<file path="src/rtl/br_pkg.sv">
package br_pkg;
  typedef enum logic {WIN_RD = 1'b0, WIN_WR = 1'b1} win_e;
endpackage

</file>
<file path="src/rtl/br_decode.sv">
module br_decode
  import br_pkg::*;
#(
  parameter int HOST_AW = 17,
  parameter int WIN_BIT = 16,
  parameter int SEL_LSB = 9,
  parameter int SEL_W   = 5,
  parameter int DAT_LSB = 1,
  parameter int BYTE_W  = 8,
  parameter int PER_AW  = 10,
  parameter logic [PER_AW-1:0] IO_BASE = 10'h300
) (
  input  logic [HOST_AW-1:0] host_addr_i,
  output win_e               win_o,
  output logic [PER_AW-1:0]  per_addr_o,
  output logic [BYTE_W-1:0]  byte_o
);
  logic unused_addr;
  assign unused_addr = ^host_addr_i;

  assign win_o      = win_e'(host_addr_i[WIN_BIT]);
  assign per_addr_o = {IO_BASE[PER_AW-1:SEL_W], host_addr_i[SEL_LSB +: SEL_W]};
  assign byte_o     = host_addr_i[DAT_LSB +: BYTE_W];
endmodule

</file>
<file path="src/rtl/br_strobe.sv">
module br_strobe
  import br_pkg::*;
#(
  parameter int PER_AW = 10
) (
  input  logic              clk_i,
  input  logic              rst_ni,
  input  logic              sel_i,
  input  win_e              win_i,
  input  logic [PER_AW-1:0] per_addr_i,
  output logic              start_o,
  output logic [PER_AW-1:0] per_addr_o,
  output logic              rd_no,
  output logic              wr_no
);
  logic sel_q, rd_n_q, wr_n_q;
  logic [PER_AW-1:0] addr_q;

  always_ff @(posedge clk_i or negedge rst_ni) begin
    if (!rst_ni) begin
      sel_q  <= 1'b0;
      rd_n_q <= 1'b1;
      wr_n_q <= 1'b1;
      addr_q <= '0;
    end else begin
      sel_q  <= sel_i;
      rd_n_q <= !(sel_i && win_i == WIN_RD);
      wr_n_q <= !(sel_i && win_i == WIN_WR);
      if (sel_i) addr_q <= per_addr_i;
    end
  end

  assign start_o    = sel_i && !sel_q;
  assign per_addr_o = addr_q;
  assign rd_no      = rd_n_q;
  assign wr_no      = wr_n_q;

  p_excl_r3: assert property (@(posedge clk_i) disable iff (!rst_ni)
    !(!rd_n_q && !wr_n_q));
  p_rd_go_r3: assert property (@(posedge clk_i) disable iff (!rst_ni)
    (sel_i && win_i == WIN_RD) |=> !rd_n_q);
  p_wr_go_r3: assert property (@(posedge clk_i) disable iff (!rst_ni)
    (sel_i && win_i == WIN_WR) |=> !wr_n_q);
  p_release_r3: assert property (@(posedge clk_i) disable iff (!rst_ni)
    !sel_i |=> (rd_n_q && wr_n_q));
endmodule

</file>
<file path="src/rtl/br_lowlatch.sv">
module br_lowlatch
  import br_pkg::*;
#(
  parameter int BYTE_W = 8,
  localparam int WORD_W = 2 * BYTE_W
) (
  input  logic              clk_i,
  input  logic              rst_ni,
  input  logic              start_i,
  input  win_e              win_i,
  input  logic              wide_i,
  input  logic [BYTE_W-1:0] byte_i,
  output logic [WORD_W-1:0] wdata_o,
  output logic              stale_o
);
  logic [BYTE_W-1:0] lo_q;
  logic              pend_q, stale_q;
  logic [WORD_W-1:0] wdata_q;

  always_ff @(posedge clk_i or negedge rst_ni) begin
    if (!rst_ni) begin
      lo_q    <= '0;
      pend_q  <= 1'b0;
      stale_q <= 1'b0;
      wdata_q <= '0;
    end else if (start_i) begin
      if (win_i == WIN_RD) begin
        if (wide_i) begin
          lo_q   <= byte_i;
          pend_q <= 1'b1;
        end
      end else if (wide_i) begin
        wdata_q <= {byte_i, lo_q};
        stale_q <= !pend_q;
        pend_q  <= 1'b0;
      end else begin
        wdata_q <= {{BYTE_W{1'b0}}, byte_i};
        stale_q <= 1'b0;
      end
    end
  end

  assign wdata_o = wdata_q;
  assign stale_o = stale_q;

  p_stale_r8: assert property (@(posedge clk_i) disable iff (!rst_ni)
    (start_i && win_i == WIN_WR && wide_i && !pend_q) |=> stale_q);
  p_consume_r8: assert property (@(posedge clk_i) disable iff (!rst_ni)
    (start_i && win_i == WIN_WR && wide_i) |=> !pend_q);
  p_pair_r7: assert property (@(posedge clk_i) disable iff (!rst_ni)
    (start_i && win_i == WIN_WR && wide_i) |=> (wdata_q[BYTE_W-1:0] == $past(lo_q)));
  p_byte_rd_keep_r9: assert property (@(posedge clk_i) disable iff (!rst_ni)
    (start_i && win_i == WIN_RD && !wide_i) |=> ($stable(lo_q) && $stable(pend_q)));
endmodule

</file>
<file path="src/rtl/ro_port_bridge.sv">
module ro_port_bridge
  import br_pkg::*;
#(
  parameter int HOST_AW = 17,
  parameter int WIN_BIT = 16,
  parameter int SEL_LSB = 9,
  parameter int SEL_W   = 5,
  parameter int DAT_LSB = 1,
  parameter int BYTE_W  = 8,
  parameter int PER_AW  = 10,
  parameter logic [PER_AW-1:0] IO_BASE = 10'h300,
  parameter bit RD_LANE_HI = 1'b1,
  localparam int WORD_W = 2 * BYTE_W
) (
  input  logic               clk_i,
  input  logic               rst_ni,
  input  logic               host_sel_i,
  input  logic [HOST_AW-1:0] host_addr_i,
  input  logic               wide_mode_i,
  output logic [WORD_W-1:0]  host_data_o,
  output logic               host_data_oe_o,
  output logic [PER_AW-1:0]  per_addr_o,
  output logic               per_rd_no,
  output logic               per_wr_no,
  input  logic [WORD_W-1:0]  per_data_i,
  output logic [WORD_W-1:0]  per_data_o,
  output logic               per_data_oe_o,
  output logic               stale_o
);
  win_e              win;
  logic [PER_AW-1:0] dec_addr;
  logic [BYTE_W-1:0] dec_byte;
  logic              start;
  logic              wide_q;
  logic [WORD_W-1:0] wdata;
  logic [WORD_W-1:0] byte_rd;

  br_decode #(
    .HOST_AW(HOST_AW), .WIN_BIT(WIN_BIT), .SEL_LSB(SEL_LSB), .SEL_W(SEL_W),
    .DAT_LSB(DAT_LSB), .BYTE_W(BYTE_W), .PER_AW(PER_AW), .IO_BASE(IO_BASE)
  ) u_decode (
    .host_addr_i(host_addr_i),
    .win_o      (win),
    .per_addr_o (dec_addr),
    .byte_o     (dec_byte)
  );

  br_strobe #(.PER_AW(PER_AW)) u_strobe (
    .clk_i     (clk_i),
    .rst_ni    (rst_ni),
    .sel_i     (host_sel_i),
    .win_i     (win),
    .per_addr_i(dec_addr),
    .start_o   (start),
    .per_addr_o(per_addr_o),
    .rd_no     (per_rd_no),
    .wr_no     (per_wr_no)
  );

  br_lowlatch #(.BYTE_W(BYTE_W)) u_latch (
    .clk_i  (clk_i),
    .rst_ni (rst_ni),
    .start_i(start),
    .win_i  (win),
    .wide_i (wide_mode_i),
    .byte_i (dec_byte),
    .wdata_o(wdata),
    .stale_o(stale_o)
  );

  always_ff @(posedge clk_i or negedge rst_ni) begin
    if (!rst_ni)    wide_q <= 1'b0;
    else if (start) wide_q <= wide_mode_i;
  end

  // byte reads land on one half of the host bus, chosen at build time
  generate
    if (RD_LANE_HI) begin : g_lane_hi
      assign byte_rd = {per_data_i[BYTE_W-1:0], {BYTE_W{1'b0}}};
    end else begin : g_lane_lo
      assign byte_rd = {{BYTE_W{1'b0}}, per_data_i[BYTE_W-1:0]};
    end
  endgenerate

  assign host_data_oe_o = !per_rd_no;
  assign host_data_o    = !per_rd_no ? (wide_q ? per_data_i : byte_rd) : '0;
  assign per_data_oe_o  = !per_wr_no;
  assign per_data_o     = !per_wr_no ? wdata : '0;

  p_addr_hold_r2: assert property (@(posedge clk_i) disable iff (!rst_ni)
    (!per_rd_no && host_sel_i) |=> $stable(per_addr_o));
endmodule

</file>
<file path="config.mk">
export PLATFORM = sky130hd
export DESIGN_NAME = ro_port_bridge
export DESIGN_NICKNAME = d
export VERILOG_FILES = /design/src/rtl/br_pkg.sv /design/src/rtl/br_decode.sv /design/src/rtl/br_strobe.sv /design/src/rtl/br_lowlatch.sv /design/src/rtl/ro_port_bridge.sv
export SDC_FILE = /design/constraint.sdc
export NUM_CORES = 1
export LEC_CHECK = 0
export BUFFER_PORTS_ARGS = -buffer_cell sky130_fd_sc_hd__buf_2
export CORE_UTILIZATION = 49
export CTS_CLUSTER_DIAMETER = 30
export CTS_CLUSTER_SIZE = 40
export DETAILED_ROUTE_END_ITERATION = 8
export GPL_TIMING_DRIVEN = 0
export PLACE_DENSITY = 0.81
export SLEW_MARGIN = 10
export SYNTH_ARGS = -nofsm -noshare
export SYNTH_HDL_FRONTEND = slang
export SYNTH_HIERARCHICAL = 1
export SYNTH_SLANG_ARGS = --single-unit
</file>
<file path="constraint.sdc">
create_clock -name clk_i -period 1.5 [get_ports clk_i]
set_input_delay 0.15 -clock clk_i [delete_from_list [all_inputs] [get_ports clk_i]]
set_output_delay 0.15 -clock clk_i [all_outputs]
set_load 0.005 [all_outputs]
</file>
==> flow_summary.json <==
{
  "finalClockSkew_ns": 0.00472,
  "vias_per_cell": 4.84,
  "crit_path_start_kind": "flop",
  "period_minus_slack_ns": 1.44,
  "diodes": 0,
  "drc": 0,
  "cp.required_ns": 1.35,
  "start_util": 0.522,
  "h-tree-depth": 2,
  "grt_overflow": 0,
  "cts.path.max_buffers": 2,
  "die_x_um": 68.0,
  "hold_viol": 0,
  "setup_viol": 0,
  "crit_fanout": 18,
  "final_nets": 313,
  "worstSkewPairLatency_ns": 0.29,
  "synth_top_flop_cell": "dfrtp_1",
  "fill_cells": 340,
  "die_y_um": 68.0,
  "fp.dieArea_um2": 4620,
  "clock.fmax_mhz": 696,
  "cts.reportedPaths.clkPinSlew_ns": 0.07,
  "peakVddDrop_v": 0.000746,
  "syn_area_per_cell_um2": 11.0,
  "finalCritPeriodShare": 0.957,
  "cts_inserted_buffers": 5,
  "synth-seq-cells": 40,
  "dp_hpwl_um": 3050,
  "yosysSeqAreaShare": 0.471,
  "syn-instance-count": 193,
  "cts_root_buf": "clkbuf_8",
  "antenna_left": 0,
  "yosysUniqueCellTypes": 24,
  "path_class": "flop to output port",
  "area_delta_synth_final_pct": 27.3,
  "port_buffers": 66,
  "grt_first_pass_wirelength_um": 6570,
  "post-route-util": 0.664,
  "tritoncts": "done",
  "synth-compound-area-share": 0.0634,
  "finalMaxSlewViolations": 0,
  "rsz0062_at_grt": "false",
  "fin_setup_tns_ns": 0,
  "drtIter0Drc": 41,
  "slowest_stage": "dfstp_2",
  "max_stage_delay_ns": 0.75,
  "dr.pass1.iters": 4,
  "wl_um": 4370,
  "status": "finished, final reports clean",
  "wire_per_inst_um": 13.4,
  "yosys.area.top_type_share": 0.446,
  "row_count": 23,
  "design_area_um2": 2720,
  "hold_slack_ns": 0.0435,
  "synth_mux_area_frac": 0.188,
  "netlist_top_cells_count": "dfrtp_1, buf_4, nor2b_1",
  "drv_cap": 0,
  "netlist_area_um2": 2130,
  "end_kind": "output port",
  "yosysTopAreaCell": "dfrtp_1",
  "async_reset_ff_frac": 1.00,
  "synth_warnings": 6,
  "cp.arrival_ns": 1.29,
  "pin_count": 84,
  "crit_family": "flip-flops",
  "drive_gt1_frac": 0.473,
  "track_usage": 0.200,
  "worstPathCellList": "nor2b_1, buf_2",
  "core-area_um2": 4090,
  "vias": 1584,
  "path_buf_inv": 1,
  "synthAdderAreaFrac": 0,
  "synth_xor_area_frac": 0,
  "synthTopCellsByArea": "dfrtp_1, mux2i_1, buf_4",
  "leakage_nw": 1.44,
  "power_density_nw_per_um2": 1000,
  "synth-simple-area-share": 0.140,
  "relSlewSlack": 0.422,
  "first_global_vias": 1475,
  "tightest_slew_ns": 0.867,
  "synth_edf_count": 0,
  "worstHoldPathType": "input pin to flop",
  "gp_congestion": 0.737,
  "p_total_mw": 2.72,
  "grt_max_degree": 41,
  "yosysMostFrequentCell": "dfrtp_1",
  "clock_sinks": 40,
  "synth_top_family_by_area": "multiplexers",
  "placed_cell_area_um2": 2540,
  "antenna_found_initial": 0
}
==> what timing repair did <==
| action | 4_1_cts | 5_1_grt |
|---|---|---|
| pin swaps | 0 | 0 |
| hold buffers | 2 | 0 |
| resized for setup | 0 | 2 |
| hold endpoints to repair | 39 | 0 |
| setup endpoints to repair | 10 | 14 |
| setup buffers | 0 | 6 |
==> logic make-up (layout without fill, tap and decap cells) <==
kind of cell           count (synthesis)  in the layout
AO/OA/AOI/OAI                         26             26
buffers and inverters                 42            123
flip-flops                            40             40
multiplexers                          35             35
other                                  2              5
AND/OR/NAND/NOR                       48             48
==> where the power goes <==
part | leakage [nW] | switching [mW] | internal (mW)
combinational | 0.914 | 0.254 | 0.358
clock | 0.0515 | 0.356 | 0.419
sequential | 0.475 | 0.0863 | 1.25
==> cell usage in the layout (no fill, tap or decap) <==
cell           Yosys  routed
buf_2              4      69
dfrtp_1           38      38
buf_4             21      25
mux2i_1           16      16
nor2b_1           17      16
a21oi_1           16      16
inv_1             11      11
and2_1             9       9
mux2_2             9       9
nor2_1             8       8
nand4_1            8       8
buf_6              6       7
clkbuf_8           0       7
o21ai_0            7       7
mux2_4             7       7
conb_1             2       5
mux2_1             3       3
dlygate4sd3_1      0       2
o21ai_1            2       2
nand2_1            2       2
dfstp_2            2       2
nor2b_4            1       1
clkbuf_1           0       1
buf_12             0       1
nand4b_1           1       1
nand3b_4           1       1
a21bo_2            1       1
nor2b_2            0       1
nand2b_1           1       1
==> per-layer routing <==
layer / part of all wire / vias to the layer above / wire [um] / GRT usage
li1: - / 782 / - / -
met2: 0.50 / 64 / 2180 / 0.355
met1: 0.42 / 731 / 1830 / 0.218
met4: 0.019 / 0 / 85 / 0.109
met3: 0.063 / 7 / 273 / 0.0450
met5: 0 / - / 0 / 0
==> stage by stage <==
step	setup slack, ns	std cells
after floorplan	0.282	196
after global placement	-0.0354	312
after detailed placement	-0.0623	312
after CTS	0.00195	321
after global routing	0.00302	327
final	0.0638	327
==> state kept, by name, summed over array words and instances (netlist names) <==
register             flops
u_latch/wdata_o         16
u_strobe/sel_q           1
u_latch/lo_q             8
wide_q                   1
u_strobe/wr_no           1
u_latch/pend_q           1
u_strobe/per_addr_o     10
u_strobe/rd_no           1
u_latch/stale_o          1
==> area by class of cell <==
type / instances / area, um2 / area share
plain buffers: 30 / 244 / 0.0899
clock buffers: 8 / 100 / 0.0369
inverters: 11 / 41.3 / 0.0152
multi-input cells: 114 / 856 / 0.315
flip-flops and latches: 40 / 1000 / 0.370
well taps: 50 / 62.6 / 0.0230
repair buffers: 74 / 408 / 0.150
==> path summary, 6_finish.rpt <==
kind,from,to,slack (ns),depth (start not counted)
max in group asynchronous,rst_ni,u_latch/wdata_o[7],0.43,2
min in group asynchronous,rst_ni,u_strobe/per_addr_o[5],0.52,2
min,host_sel_i,u_strobe/sel_q,0.04,1
max,u_strobe/wr_no,per_data_o[15],0.06,2
max reg2reg,u_strobe/sel_q,u_latch/lo_q[6],0.17,4
min reg2reg,u_strobe/per_addr_o[3],u_strobe/per_addr_o[3],0.49,1
==> worst register-to-register path: stages, from the launching register on <==
cell and delay, ns:
dfrtp_1 0.39, nor2b_2 0.16, buf_4 0.20, nand3b_4 0.16
mux2_2 0.31
No activity file was read; power rests on OpenSTA's default activity.
